--- src/rtl/ebus_pkg.sv ---
package ebus_pkg;
  typedef enum logic [1:0] {
    ST_IDLE,
    ST_ADDR,
    ST_DATA,
    ST_GAP
  } ebus_state_e;
endpackage

--- src/rtl/ebus_term_sync.sv ---
module ebus_term_sync #(
  parameter int DW = 32
) (
  input  logic          clk,
  input  logic          rst,
  input  logic          ta_n,
  input  logic          tea_n,
  input  logic [DW-1:0] din,
  output logic          ack_q,
  output logic          err_q,
  output logic [DW-1:0] din_q
);
  always_ff @(posedge clk) begin
    if (rst) begin
      ack_q <= 1'b0;
      err_q <= 1'b0;
      din_q <= '0;
    end else begin
      ack_q <= ~ta_n;
      err_q <= ~tea_n;
      din_q <= din;
    end
  end
endmodule

--- src/rtl/ebus_wait_timer.sv ---
module ebus_wait_timer #(
  parameter int NCS = 4,
  parameter int WSW = 4,
  parameter int CSW = 2,
  parameter logic [NCS-1:0]     CS_INT  = '1,
  parameter logic [NCS*WSW-1:0] CS_WAIT = '0
) (
  input  logic           clk,
  input  logic           rst,
  input  logic           load,
  input  logic           load_cs_en,
  input  logic [CSW-1:0] load_idx,
  input  logic           step,
  output logic           int_mode,
  output logic           expire
);
  logic [WSW-1:0] wait_tab [NCS];
  logic [NCS-1:0] int_tab;
  logic [WSW-1:0] cnt;

  for (genvar g = 0; g < NCS; g++) begin : g_tab
    assign wait_tab[g] = CS_WAIT[g*WSW +: WSW];
    assign int_tab[g]  = CS_INT[g];
  end

  always_ff @(posedge clk) begin
    if (rst) begin
      int_mode <= 1'b0;
      cnt      <= '0;
    end else if (load) begin
      int_mode <= load_cs_en && int_tab[load_idx];
      cnt      <= wait_tab[load_idx];
    end else if (step && cnt != '0) begin
      cnt <= cnt - 1'b1;
    end
  end

  assign expire = int_mode && (cnt == '0);


  cnt_step_chk: assert property (@(posedge clk) disable iff (rst)
    (!load && step && cnt != '0) |=> (cnt == WSW'($past(cnt) - 1'b1)));
endmodule

--- src/rtl/ebus_cs_drv.sv ---
module ebus_cs_drv #(
  parameter int NCS = 4,
  parameter int CSW = 2
) (
  input  logic           clk,
  input  logic           rst,
  input  logic           set,
  input  logic           set_en,
  input  logic [CSW-1:0] set_idx,
  input  logic           term,
  input  logic           keep,
  input  logic           clear,
  output logic [NCS-1:0] cs_n
);
  logic [NCS-1:0] dec;

  for (genvar g = 0; g < NCS; g++) begin : g_dec
    assign dec[g] = (set_idx == CSW'(g));
  end

  always_ff @(posedge clk) begin
    if (rst) begin
      cs_n <= '1;
    end else if (set) begin
      cs_n <= set_en ? ~dec : '1;
    end else if ((term && !keep) || clear) begin
      cs_n <= '1;
    end
  end


  cs_onehot_chk: assert property (@(posedge clk) disable iff (rst)
    $onehot0(~cs_n));
endmodule

--- src/rtl/ebus_seq.sv ---
module ebus_seq
  import ebus_pkg::*;
#(
  parameter int AW  = 24,
  parameter int DW  = 32,
  parameter int NCS = 4,
  parameter int WSW = 4,
  parameter int CSW = (NCS > 1) ? $clog2(NCS) : 1,
  parameter logic [NCS-1:0]     CS_INT  = 4'b0111,
  parameter logic [NCS*WSW-1:0] CS_WAIT = 16'h0310
) (
  input  logic              clk,
  input  logic              rst,
  input  logic              req_valid,
  output logic              req_ready,
  input  logic [AW-1:0]     req_addr,
  input  logic              req_write,
  input  logic [1:0]        req_size,
  input  logic [DW/8-1:0]   req_be,
  input  logic [DW-1:0]     req_wdata,
  input  logic              req_cs_en,
  input  logic [CSW-1:0]    req_cs,
  output logic              rsp_valid,
  output logic              rsp_err,
  output logic [DW-1:0]     rsp_rdata,
  output logic [AW-1:0]     ebus_addr,
  output logic              ebus_ts_n,
  output logic              ebus_rd_wr,
  output logic [1:0]        ebus_tsiz,
  output logic              ebus_bdip_n,
  output logic [DW/8-1:0]   ebus_we_n,
  output logic [NCS-1:0]    ebus_cs_n,
  output logic [DW-1:0]     ebus_dout,
  output logic              ebus_doe,
  input  logic [DW-1:0]     ebus_din,
  input  logic              ebus_ta_n,
  input  logic              ebus_tea_n
);
  localparam int NB = DW / 8;

  ebus_state_e    state;
  logic           gap_cnt;
  logic           cur_wr;
  logic           cur_cs_en;
  logic [CSW-1:0] cur_cs;

  logic           ack_q, err_q;
  logic [DW-1:0]  din_q;
  logic           tmr_int, tmr_expire;
  logic           accept, term, xfer_end, keep_cs, gap_done;

  ebus_term_sync #(.DW(DW)) i_sync (
    .clk(clk), .rst(rst), .ta_n(ebus_ta_n), .tea_n(ebus_tea_n),
    .din(ebus_din), .ack_q(ack_q), .err_q(err_q), .din_q(din_q)
  );

  ebus_wait_timer #(
    .NCS(NCS), .WSW(WSW), .CSW(CSW), .CS_INT(CS_INT), .CS_WAIT(CS_WAIT)
  ) i_timer (
    .clk(clk), .rst(rst), .load(accept), .load_cs_en(req_cs_en),
    .load_idx(req_cs), .step(state == ST_DATA),
    .int_mode(tmr_int), .expire(tmr_expire)
  );

  assign req_ready = (state == ST_IDLE) || (state == ST_GAP && gap_cnt == 1'b0);
  assign accept    = req_valid && req_ready;
  assign term      = tmr_int ? tmr_expire : (ack_q || err_q);
  assign xfer_end  = (state == ST_DATA) && term;
  assign keep_cs   = cur_wr && cur_cs_en && req_valid && req_cs_en && (req_cs == cur_cs);
  assign gap_done  = (state == ST_GAP) && (gap_cnt == 1'b0) && !accept;

  ebus_cs_drv #(.NCS(NCS), .CSW(CSW)) i_cs (
    .clk(clk), .rst(rst), .set(accept), .set_en(req_cs_en), .set_idx(req_cs),
    .term(xfer_end), .keep(keep_cs), .clear(gap_done), .cs_n(ebus_cs_n)
  );

  assign ebus_bdip_n = 1'b1;

  always_ff @(posedge clk) begin
    if (rst) begin
      state      <= ST_IDLE;
      gap_cnt    <= 1'b0;
      cur_wr     <= 1'b0;
      cur_cs_en  <= 1'b0;
      cur_cs     <= '0;
      ebus_addr  <= '0;
      ebus_ts_n  <= 1'b1;
      ebus_rd_wr <= 1'b1;
      ebus_tsiz  <= '0;
      ebus_we_n  <= '1;
      ebus_dout  <= '0;
      ebus_doe   <= 1'b0;
      rsp_valid  <= 1'b0;
      rsp_err    <= 1'b0;
      rsp_rdata  <= '0;
    end else begin
      rsp_valid <= 1'b0;
      ebus_ts_n <= 1'b1;
      if (accept) begin
        state      <= ST_ADDR;
        ebus_ts_n  <= 1'b0;
        ebus_addr  <= req_addr;
        ebus_rd_wr <= ~req_write;
        ebus_tsiz  <= req_size;
        ebus_we_n  <= req_write ? ~req_be : {NB{1'b1}};
        ebus_dout  <= req_wdata;
        cur_wr     <= req_write;
        cur_cs_en  <= req_cs_en;
        cur_cs     <= req_cs;
      end else begin
        unique case (state)
          ST_ADDR: begin
            ebus_doe <= cur_wr;
            state    <= ST_DATA;
          end
          ST_DATA: begin
            if (term) begin
              ebus_we_n <= '1;
              ebus_doe  <= 1'b0;
              rsp_valid <= 1'b1;
              rsp_err   <= !tmr_int && err_q;
              rsp_rdata <= (cur_wr || (!tmr_int && err_q)) ? '0 :
                           (tmr_int ? ebus_din : din_q);
              gap_cnt   <= !tmr_int;
              state     <= ST_GAP;
            end
          end
          ST_GAP: begin
            if (gap_cnt == 1'b0) state <= ST_IDLE;
            else gap_cnt <= 1'b0;
          end
          default: state <= ST_IDLE;
        endcase
      end
    end
  end


  ts_pulse_chk: assert property (@(posedge clk) disable iff (rst)
    !ebus_ts_n |=> ebus_ts_n);

  dead_int_chk: assert property (@(posedge clk) disable iff (rst)
    (xfer_end && tmr_int) |=> ebus_ts_n);

  dead_ext_chk: assert property (@(posedge clk) disable iff (rst)
    (xfer_end && !tmr_int) |=> ebus_ts_n ##1 ebus_ts_n);

  we_read_chk: assert property (@(posedge clk) disable iff (rst)
    ebus_rd_wr |-> (&ebus_we_n));

  ready_busy_chk: assert property (@(posedge clk) disable iff (rst)
    !ebus_ts_n |-> !req_ready);

  rsp_pulse_chk: assert property (@(posedge clk) disable iff (rst)
    rsp_valid |=> !rsp_valid);

  doe_ts_chk: assert property (@(posedge clk) disable iff (rst)
    !ebus_ts_n |-> !ebus_doe);

  noncs_chk: assert property (@(posedge clk) disable iff (rst)
    (!ebus_ts_n && !cur_cs_en) |-> (&ebus_cs_n));
endmodule

--- config.mk ---
export PLATFORM = sky130hd
export DESIGN_NAME = ebus_seq
export DESIGN_NICKNAME = d
export VERILOG_FILES = /design/src/rtl/ebus_pkg.sv /design/src/rtl/ebus_term_sync.sv /design/src/rtl/ebus_wait_timer.sv /design/src/rtl/ebus_cs_drv.sv /design/src/rtl/ebus_seq.sv
export SDC_FILE = /design/constraint.sdc
export NUM_CORES = 1
export LEC_CHECK = 0
export BUFFER_PORTS_ARGS = -buffer_cell sky130_fd_sc_hd__clkbuf_2
export CORE_UTILIZATION = 50
export CTS_CLUSTER_DIAMETER = 80
export DETAILED_ROUTE_END_ITERATION = 10
export PLACE_DENSITY = 0.79
export SLEW_MARGIN = 20
export SYNTH_ARGS = -nofsm -noshare
export SYNTH_HDL_FRONTEND = slang
export SYNTH_HIERARCHICAL = 1
export SYNTH_SLANG_ARGS = --single-unit
--- constraint.sdc ---
create_clock -name clk -period 2.96 [get_ports clk]
set_input_delay 0.296 -clock clk [delete_from_list [all_inputs] [get_ports clk]]
set_output_delay 0.296 -clock clk [all_outputs]
set_load 0.02 [all_outputs]
==> flow_summary.ini, run 1 <==
[yosys]
syn-num-nets = 767
avgSynthCellArea_um2 = 8.92
synth_edf_count = 0
synth_top_flop_cell = dfxtp_1
synth-seq-cells = 149
async_flop_share = 0
synth_cell_types = 47
syn-cell-area_mm2 = 0.00586
synthCells = 657
yosys_warnings = 6
yosysSeqAreaShare = 0.509

[cells_and_area]
final_core_util = 0.650
multi_input_area_mm2 = 0.00259
antennaDiodeCount = 0
n_fill_cell = 956
finish.instance_area_mm2 = 0.00742
syn_to_final_growth_pct = 26.7
drive_gt1_frac = 0.304
nNetsFinal = 949
seq_area_mm2 = 0.00298

[clock_tree]
cts_resized = 0
insertion_delay_ns = 0.42
cts_tree = built
cts.sink_count = 149
cts_setup_buffers = 0
root_buffer = clkbuf_16
cts_max_level = 4
cts_buffers = 17
clock_path_buffers = 2
clk_pin_slew_worst_paths_ns = 0.06
hold_buffers = 0

[sta]
worstMarginPinSlew_ns = 1.08
setup_viol = 0
max_clock_freq_mhz = 373
slew_viol_final = 0
hold_violations = 0
worst_slack_ns = 0.279
rsz0062_at_grt = false
finalCritPeriodShare = 0.906
layout_min_cycle_time_ns = 2.68
fin_setup_tns_ns = 0
max_slew_margin = 0.278
finalClockSkew_ns = 0.00529

[setup_path]
critPathTopFamily = simple AND/OR/NAND/NOR gates
cp_data_required_time_ns = 3.28
arrival_ns = 3.00
cp.depth = 10
reg2reg_depth = 10
crit_type = reg2reg
cp-start-kind = register
worstSetupEndpointType = register
worstPathCellList = inv_1 -> ha_1 -> nor3b_1 -> and2_1 -> nor2b_4 -> or3_4 -> inv_2 -> nand2_1 -> buf_4 -> o31ai_1
cpPeakStageDelay_ns = 0.50
cp_slowest_cell = or3_4
path_max_fanout = 39
path_buf_inv = 3

[placement]
finalWeightedCongestion = 0.817
placed_cell_area_mm2 = 0.00690
portBuffers = 206
dp_hpwl_mm = 9.81
place_ws_ns = 0.298

[hold_path]
holdPathStages = 2
hp-class = in2reg

[power_and_ir_drop]
p_sw_mw = 1.26
p_comb_frac = 0.135
power_density_mw_per_mm2 = 634
sw_frac_of_total = 0.267
internal_power_mw = 3.45
ir_worst_vdd_mv = 0.443
p_clk_frac = 0.403
power.leakage_nw = 3.22
p_seq_frac = 0.462

[drt]
drt_drc_violations_left = 0
wl_per_cell_um = 14.3
drtIter0Drc = 432
via_per_inst = 5.20
antenna_left = 0
routed_wl_mm = 14.3
vias = 5174
drtPass1Iterations = 4

[die]
start_util = 0.513
fp.dieArea_mm2 = 0.0122
die_h_um = 110
num_rows = 39
core_mm2 = 0.0114
pin_count = 208
die_w_um = 110

[run_status]
status = completed

[global_routing]
grt_pass1_wl_mm = 21.5
grt.total_usage = 0.230
grt_overflow = 0
antenna_found_initial = 0
grt_start_max_net_pins = 77
grt_pass1_vias = 4620

[run]
maxCapViolCount = 0
[kinds of logic after synthesis]
logic type,share of synthesized area
AND/OR/NAND/NOR,0.204
adder cells (fa/ha/maj),0.0149
multiplexers,0.0547
buffers and inverters,0.0515
XOR/XNOR,0.00299
flip-flops,0.509
other,0.000640
AO/OA/AOI/OAI,0.162
[worst reg2reg max path, delay by kind of cell (launching register included)]
kind / cells / cell delay (ns)
AND/OR/NAND/NOR: 5 / 1.21
buffers and inverters: 3 / 0.56
flip-flops: 1 / 0.32
AO/OA/AOI/OAI: 1 / 0.30
adder cells (fa/ha/maj): 1 / 0.19
[final timing paths]
check / startpoint / endpoint / slack, ns
worst max-delay path: i_timer/cnt[1]$_SDFFE_PP0P_ / rsp_rdata[31]$_SDFFE_PP0P_ / 0.28
worst min register to register: ebus_addr[18]$_SDFFE_PP0P_ / ebus_addr[18]$_SDFFE_PP0P_ / 0.45
worst min-delay path: ebus_tea_n / i_sync/err_q$_SDFF_PP0_ / 0.07
worst max register to register: i_timer/cnt[1]$_SDFFE_PP0P_ / rsp_rdata[31]$_SDFFE_PP0P_ / 0.28
[cells in the mapped netlist, types with 2 or more instances]
| cell | instances | share of area |
|---|---|---|
| a211oi_1 | 3 | 0.0038 |
| a21o_1 | 2 | 0.0026 |
| a21oi_1 | 67 | 0.057 |
| a22oi_1 | 4 | 0.0051 |
| a31oi_1 | 4 | 0.0043 |
| and2b_2 | 4 | 0.0060 |
| buf_1 | 8 | 0.0051 |
| buf_2 | 10 | 0.0085 |
| buf_6 | 5 | 0.0096 |
| clkbuf_1 | 27 | 0.017 |
| dfxtp_1 | 149 | 0.51 |
| ha_1 | 7 | 0.015 |
| inv_1 | 13 | 0.0083 |
| inv_2 | 2 | 0.0013 |
| mux2i_1 | 32 | 0.055 |
| nand2_1 | 132 | 0.085 |
| nand2b_1 | 4 | 0.0043 |
| nand3_1 | 3 | 0.0026 |
| nand4_1 | 2 | 0.0021 |
| nor2_1 | 8 | 0.0051 |
| nor2b_1 | 62 | 0.066 |
| nor3_1 | 11 | 0.0094 |
| nor4_1 | 4 | 0.0043 |
| o21ai_0 | 36 | 0.031 |
| o31ai_1 | 32 | 0.041 |
| or3_1 | 3 | 0.0032 |
| or4_1 | 2 | 0.0026 |
| xor2_1 | 2 | 0.0030 |
[cells in the final DEF, fill, tap and decap left out, drive strengths merged, types with 2 or more instances in the layout]
cell,n
clkbuf,228
dfxtp,149
nand2,132
a21oi,67
nor2b,63
o21ai,37
mux2i,32
o31ai,32
inv,14
nor3,11
buf,9
clkinv,9
nor2,8
ha,7
nand2b,4
a31oi,4
nor4,4
a22oi,4
and2b,4
or3,4
a211oi,4
nand3,3
nand4,2
xor2,2
a21o,2
or4,2
a2111oi,2
[final cells by class]
| cell class | instances | share of cell area |
|---|---|---|
| clock inverter | 9 | 0.00741 |
| tap | 143 | 0.0241 |
| sequential | 149 | 0.402 |
| multi-input combinational | 442 | 0.348 |
| clock buffer | 23 | 0.0630 |
| timing repair buffer | 214 | 0.147 |
| inverter | 15 | 0.00775 |
[through the flow]
stage / hold slack (ns) / total power [mW] / cells
after CTS: 0.0418 / 4.74 / 995
after global routing: 0.0521 / 4.92 / 995
after floorplan: 0.361 / 2.63 / 657
after detailed placement: 0.446 / 2.86 / 963
final: 0.0663 / 4.71 / 995
after global placement: 0.441 / 2.83 / 963
[sequential cells by signal, summed over array words and instances (netlist names)]
register,count
cur_cs,2
cur_cs_en,1
cur_wr,1
ebus_addr,24
ebus_doe,1
ebus_dout,32
ebus_rd_wr,1
ebus_ts_n,1
ebus_tsiz,2
ebus_we_n,4
gap_cnt,1
i_cs/cs_n,4
i_sync/ack_q,1
i_sync/din_q,32
i_sync/err_q,1
i_timer/cnt,4
i_timer/int_mode,1
rsp_err,1
rsp_rdata,32
rsp_valid,1
state,2
[power groups by stage]
| stage | registers (mW) | clock network (mW) | logic [mW] |
|---|---|---|---|
| 6_report | 2.17 | 1.90 | 0.637 |
| 2_1_floorplan | 2.29 | 0 | 0.337 |
| 5_1_grt | 2.19 | 2.02 | 0.705 |
| 4_1_cts | 2.17 | 1.93 | 0.641 |
| 3_3_place_gp | 2.21 | 0 | 0.621 |
| 3_5_place_dp | 2.22 | 0 | 0.639 |
[per-layer routing]
metal,wire length (um),vias up,GRT usage,part of all wire
met2,6870,184,0.369,0.48
met5,0,-,0,0
met1,6240,2372,0.284,0.44
met4,248,0,0.104,0.017
li1,-,2597,-,-
met3,908,21,0.0670,0.064
No activity file was read; power rests on OpenSTA's default activity.
==> run 2, diff against run 1 <==
--- a/config.mk
+++ b/config.mk
@@ -8,4 +8,5 @@
 export BUFFER_PORTS_ARGS = -buffer_cell sky130_fd_sc_hd__clkbuf_2
+export CAP_MARGIN = 10
 export CORE_UTILIZATION = 50
-export CTS_CLUSTER_DIAMETER = 80
+export CTS_CLUSTER_DIAMETER = 40
 export DETAILED_ROUTE_END_ITERATION = 10
==> constraint.sdc (replaced) <==
create_clock -name clk -period 2.96 [get_ports clk]
set_input_delay 0.148 -clock clk [delete_from_list [all_inputs] [get_ports clk]]
set_output_delay 0.148 -clock clk [all_outputs]
set_load 0.02 [all_outputs]
==> flow_summary.ini, run 2 (synthesis gave the netlist of run 1 again) <==
[power_and_ir_drop]
ir_worst_vdd_mv = 0.405
power_density_mw_per_mm2 = 591
power.leakage_nw = 3.64

[global_routing]
global_route.usage.met2 = 0.497
use_met3 = 0.104
grt_start_max_net_pins = 77
grt.total_usage = 0.291
antenna_found_initial = 0
grt_overflow = 0
grt_pass1_wl_mm = 26.8
grt_pass1_vias = 5577
met1_usage = 0.314
top_usage_layer = met2

[clock_tree]
insertion_delay_ns = 0.42
cts_tree = built
cts_buffers = 17
clock_path_buffers = 2
cts.sink_count = 149
clk_pin_slew_worst_paths_ns = 0.06
cts_max_level = 4
root_buffer = clkbuf_16
cts_resized = 0

[setup_path]
path_max_fanout = 39
arrival_ns = 2.96
worstSetupEndpointType = register
r2r_setup_slack_ns = 0.32
cp-start-kind = register
crit_type = reg2reg
worstPathCellList = inv_1 -> ha_1 -> nor3b_1 -> and2_1 -> nor2b_4 -> or3_4 -> inv_2 -> nand2_1 -> buf_4 -> o31ai_1
cp_data_required_time_ns = 3.28
cp_slowest_cell = or3_4
cpPeakStageDelay_ns = 0.49

[placement]
dp_hpwl_mm = 9.78
placed_cell_area_mm2 = 0.00690
place_ws_ns = 0.335
portBuffers = 206
finalWeightedCongestion = 0.841

[drt]
routed_wl_mm = 17.8
drtIter0Drc = 628
wl_per_cell_um = 16.3
via_per_inst = 5.28
vias = 5768
antenna_left = 0
drt_drc_violations_left = 0
drtPass1Iterations = 6

[die]
core_mm2 = 0.0114
pin_count = 208
num_rows = 39
die_w_um = 110
fp.dieArea_mm2 = 0.0122
start_util = 0.513
die_h_um = 110

[sta]
fin_setup_tns_ns = 0
finalCritPeriodShare = 0.893
hold_violations = 0
whs_ns = 0.0436
max_slew_margin = 0.294
layout_min_cycle_time_ns = 2.64
slew_viol_final = 0
worstMarginPinSlew_ns = 1.06
setup_viol = 0
worst_slack_ns = 0.315
max_clock_freq_mhz = 378
finalClockSkew_ns = 0.0102
rsz0062_at_grt = false

[cells_and_area]
reg_top3 = ebus_dout: 32 flops, i_sync/din_q: 32 flops, rsp_rdata: 32 flops
seq_area_mm2 = 0.00298
layout_common_cells = 205 x clkbuf_2, 148 x dfxtp_1, 132 x nand2_1, 97 x dlygate4sd3_1, 67 x a21oi_1
finish.instance_area_mm2 = 0.00844
n_fill_cell = 758
nNetsFinal = 1046
final_core_util = 0.739
drive_gt1_frac = 0.276
mostFrequentLayoutCell = clkbuf_2
syn_to_final_growth_pct = 43.9
multi_input_area_mm2 = 0.00259

[hold_path]
hp-class = in2reg

[run_status]
status = completed

[run]
maxCapViolCount = 0
==> run 2: changes by cell type in the layout (fill, tap and decap cells not counted) <==
cell | previous run | this run
dlygate4sd3_1 | 0 | 97
clkbuf_1 | 4 | 1
clkinvlp_4 | 1 | 3
inv_6 | 0 | 2
bufinv_16 | 0 | 1
clkinv_2 | 7 | 6
clkinv_4 | 2 | 1
diode_2 | 0 | 1
==> run 2: worst max-delay path: cells and delay by family, from the launching register on <==
kind	cells	cell delay (ns)
AO/OA/AOI/OAI	1	0.27
adder cells (fa/ha/maj)	1	0.18
buffers and inverters	3	0.55
flip-flops	1	0.31
AND/OR/NAND/NOR	5	1.22
==> run 2: metrics by stage <==
stage | total power [mW] | std cells
2_1_floorplan | 2.63 | 657
3_3_place_gp | 2.83 | 963
3_5_place_dp | 2.86 | 963
4_1_cts | 4.97 | 1092
5_1_grt | 5.19 | 1092
6_report | 4.99 | 1093
==> run 2: repair_timing <==
item | 4_1_cts | 5_1_grt
endpoints found under the setup margin | 0 | 0
setup buffers | 0 | 0
endpoints found under the hold margin | 95 | 0
hold buffers | 97 | 0
==> run 2: final cells by class <==
type,instances,area share
Multi-Input combinational cell,442,0.307
Inverter,15,0.00682
Antenna cell,1,0.000297
Clock buffer,20,0.0541
Tap cell,143,0.0212
Sequential cell,149,0.354
Timing Repair Buffer,311,0.245
Clock inverter,12,0.0123
==> run 2: power breakdown <==
part | switching [mW] | internal (mW) | total, mW
sequential | 0.0659 | 2.11 | 2.18
clock | 0.836 | 1.20 | 2.03
combinational | 0.459 | 0.311 | 0.771
total | 1.36 | 3.62 | 4.99
==> run 2: worst paths after layout <==
check                         startpoint                         to  depth (start not counted)
max          i_timer/cnt[1]$_SDFFE_PP0P_  rsp_rdata[8]$_SDFFE_PP0P_                         10
min                            req_cs[0]     cur_cs[0]$_SDFFE_PP0P_                          3
max reg2reg  i_timer/cnt[1]$_SDFFE_PP0P_  rsp_rdata[8]$_SDFFE_PP0P_                         10
min reg2reg    ebus_addr[9]$_SDFFE_PP0P_  ebus_addr[9]$_SDFFE_PP0P_                          2
==> run 2: layer usage <==
metal / part of all wire / vias up / wire length (um)
li1: - / 2777 / -
met1: 0.38 / 2659 / 6820
met2: 0.50 / 271 / 8940
met3: 0.080 / 61 / 1430
met4: 0.034 / 0 / 612
met5: 0 / - / 0
==> run 3, diff against run 2 <==
- ABC_AREA: default -> 1
==> flow_summary.ini, run 3 <==
[sta]
layout_min_cycle_time_ns = 2.17
max_clock_freq_mhz = 461
setup_viol = 0
fin_setup_tns_ns = 0
hold_violations = 0
finalClockSkew_ns = 0.00886
finalCritPeriodShare = 0.732
rsz0062_at_grt = false
slew_viol_final = 0
worstMarginPinSlew_ns = 0.694
max_slew_margin = 0.537

[clock_tree]
insertion_delay_ns = 0.42
cts.sink_count = 149
hold_buffers = 92
clock_path_buffers = 2
cts_setup_buffers = 0
cts_tree = built
cts_max_level = 4
root_buffer = clkbuf_16
clk_pin_slew_worst_paths_ns = 0.06
cts_buffers = 17
cts_resized = 0

[yosys]
synth_edf_count = 0
syn-cell-area_mm2 = 0.00595
synth_common_cells = 210 x nand2_1, 149 x dfxtp_1, 114 x nor2_1, 93 x nand3_1, 58 x inv_1
synth_cell_types = 32
synth_area_leader_cell = dfxtp_1
synthCells = 772
yosysSeqAreaShare = 0.502
yosys-top-cells-area = dfxtp_1 50%, nand2_1 13%, nand3_1 7.8%
syn-num-nets = 882
synth-seq-cells = 149
yosys_warnings = 6
synth_top_area_share = 0.502
synth_top_flop_cell = dfxtp_1
avgSynthCellArea_um2 = 7.70
async_flop_share = 0
synth.most_common_cell = nand2_1

[global_routing]
grt_pass1_wl_mm = 27.3
grt_overflow = 0
grt_pass1_vias = 5845
antenna_found_initial = 0
grt_start_max_net_pins = 50
grt.total_usage = 0.277

[setup_path]
cpPeakStageDelay_ns = 0.45
reg2reg_depth = 8
path_max_fanout = 40
worstSetupEndpointType = register
reg2reg_to = ebus_addr[17]$_SDFFE_PP0P_
cp-start-kind = register
crit_path_start = state[1]$_SDFFE_PP0P_
r2r_start = state[1]$_SDFFE_PP0P_
crit_type = reg2reg
endpoint = ebus_addr[17]$_SDFFE_PP0P_
arrival_ns = 2.53
cp_data_required_time_ns = 3.32
crit_path_frequent_cell = nand2_2
cp_slowest_cell = buf_4
r2r_setup_slack_ns = 0.79
worstPathCellList = ha_1 -> nand2_2 -> nand2_2 -> nand2_4 -> inv_4 -> buf_4 -> nand3_1 -> nand2_1

[cells_and_area]
finish.instance_area_mm2 = 0.00851
layout_common_cells = 210 x nand2_1, 206 x clkbuf_2, 149 x dfxtp_1, 113 x nor2_1, 93 x nand3_1
reg_top3 = ebus_dout: 32 flops, i_sync/din_q: 32 flops, rsp_rdata: 32 flops
mostFrequentLayoutCell = nand2_1
drive_gt1_frac = 0.274
nNetsFinal = 1165
syn_to_final_growth_pct = 43.1
antennaDiodeCount = 0

[placement]
portBuffers = 206
finalWeightedCongestion = 0.774
dp_hpwl_mm = 9.52
placed_cell_area_mm2 = 0.00695

[run_status]
status = finished, violations left
violations = DRC

[die]
die_w_um = 111
fp.dieArea_mm2 = 0.0123
core_mm2 = 0.0115
die_h_um = 111
num_rows = 39
start_util = 0.516
pin_count = 208

[drt]
wl_per_cell_um = 14.0
via_per_inst = 4.96
routed_wl_mm = 16.9
drtPass1Iterations = 8
vias = 6010
drtIter0Drc = 343
antenna_left = 0
drt_drc_violations_left = 21

[power_and_ir_drop]
p_sw_mw = 1.45
p_comb_frac = 0.164
p_clk_frac = 0.427
sw_frac_of_total = 0.267
p_seq_frac = 0.408
internal_power_mw = 3.97
ir_worst_vdd_mv = 0.473
power_density_mw_per_mm2 = 637
power.leakage_nw = 4.38

[hold_path]
hp-class = in2reg

[run]
maxCapViolCount = 0
[run 3: critical path, delay by kind of cell, from the launching register on]
kind	cells	cell delay (ns)
adder cells (fa/ha/maj)	1	0.24
buffers and inverters	2	0.82
flip-flops	1	0.38
AND/OR/NAND/NOR	5	0.64
[run 3: how the worst min path moves through the flow]
stage                     cells after the start  slack [ns]           from                       endpoint
after floorplan                               1        0.21     ebus_tea_n        i_sync/err_q$_SDFF_PP0_
after global placement                        2        0.34     ebus_tea_n        i_sync/err_q$_SDFF_PP0_
after detailed placement                      2        0.33     ebus_tea_n        i_sync/err_q$_SDFF_PP0_
after CTS                                     3       0.002   req_wdata[0]      ebus_dout[0]$_SDFFE_PP0P_
after global routing                          3        0.04      req_cs_en  i_timer/int_mode$_SDFFE_PP0P_
final                                         3        0.01  req_wdata[23]     ebus_dout[23]$_SDFFE_PP0P_
[run 3: cell families (layout without fill, tap and decap cells)]
family / after synthesis / in the layout / share of synthesized area
buffers and inverters: 107 / 403 / 0.0869
flip-flops: 149 / 149 / 0.502
multiplexers: 13 / 13 / 0.0246
XOR/XNOR: 2 / 2 / 0.00295
other: 1 / 1 / 0.000631
AO/OA/AOI/OAI: 53 / 53 / 0.0522
AND/OR/NAND/NOR: 440 / 440 / 0.316
adder cells (fa/ha/maj): 7 / 7 / 0.0147
[run 3: layer usage]
layer  vias to the layer above  share of wire  global-route usage
li1                       2974              -                   -
met1                      2748           0.39               0.299
met2                       223           0.51               0.480
met3                        65          0.054              0.0722
met4                         0          0.047               0.185
met5                         -              0                   0
[run 3: metrics by stage]
stage / worst slack [ns] / hold WS, ns / instances / utilization / power [mW]
floorplan: 1.23 / 0.215 / 772 / - / 2.78
global placement: 0.942 / 0.336 / 1087 / 0.604 / 3.01
detailed placement: 0.838 / 0.328 / 1087 / 0.604 / 3.02
CTS: 0.835 / 0.00190 / 1211 / 0.739 / 5.42
global route: 0.622 / 0.0376 / 1211 / 0.739 / 5.64
finish: 0.793 / 0.0112 / 1211 / 0.739 / 5.42
[run 3: layout make-up]
class	instances	area (um^2)
Clock buffer	18	429
Inverter	64	243
Fill cell	829	3000
Clock inverter	14	209
Sequential cell	149	2980
Timing Repair Buffer	307	2020
Tap cell	143	179
Multi-Input combinational cell	516	2450
[run 3: power by group through the flow]
stage	logic [mW]	clock network, mW	registers, mW
3_5_place_dp	0.772	0	2.25
6_report	0.892	2.32	2.21
5_1_grt	0.974	2.44	2.22
3_3_place_gp	0.760	0	2.25
4_1_cts	0.871	2.34	2.21
2_1_floorplan	0.419	0	2.36
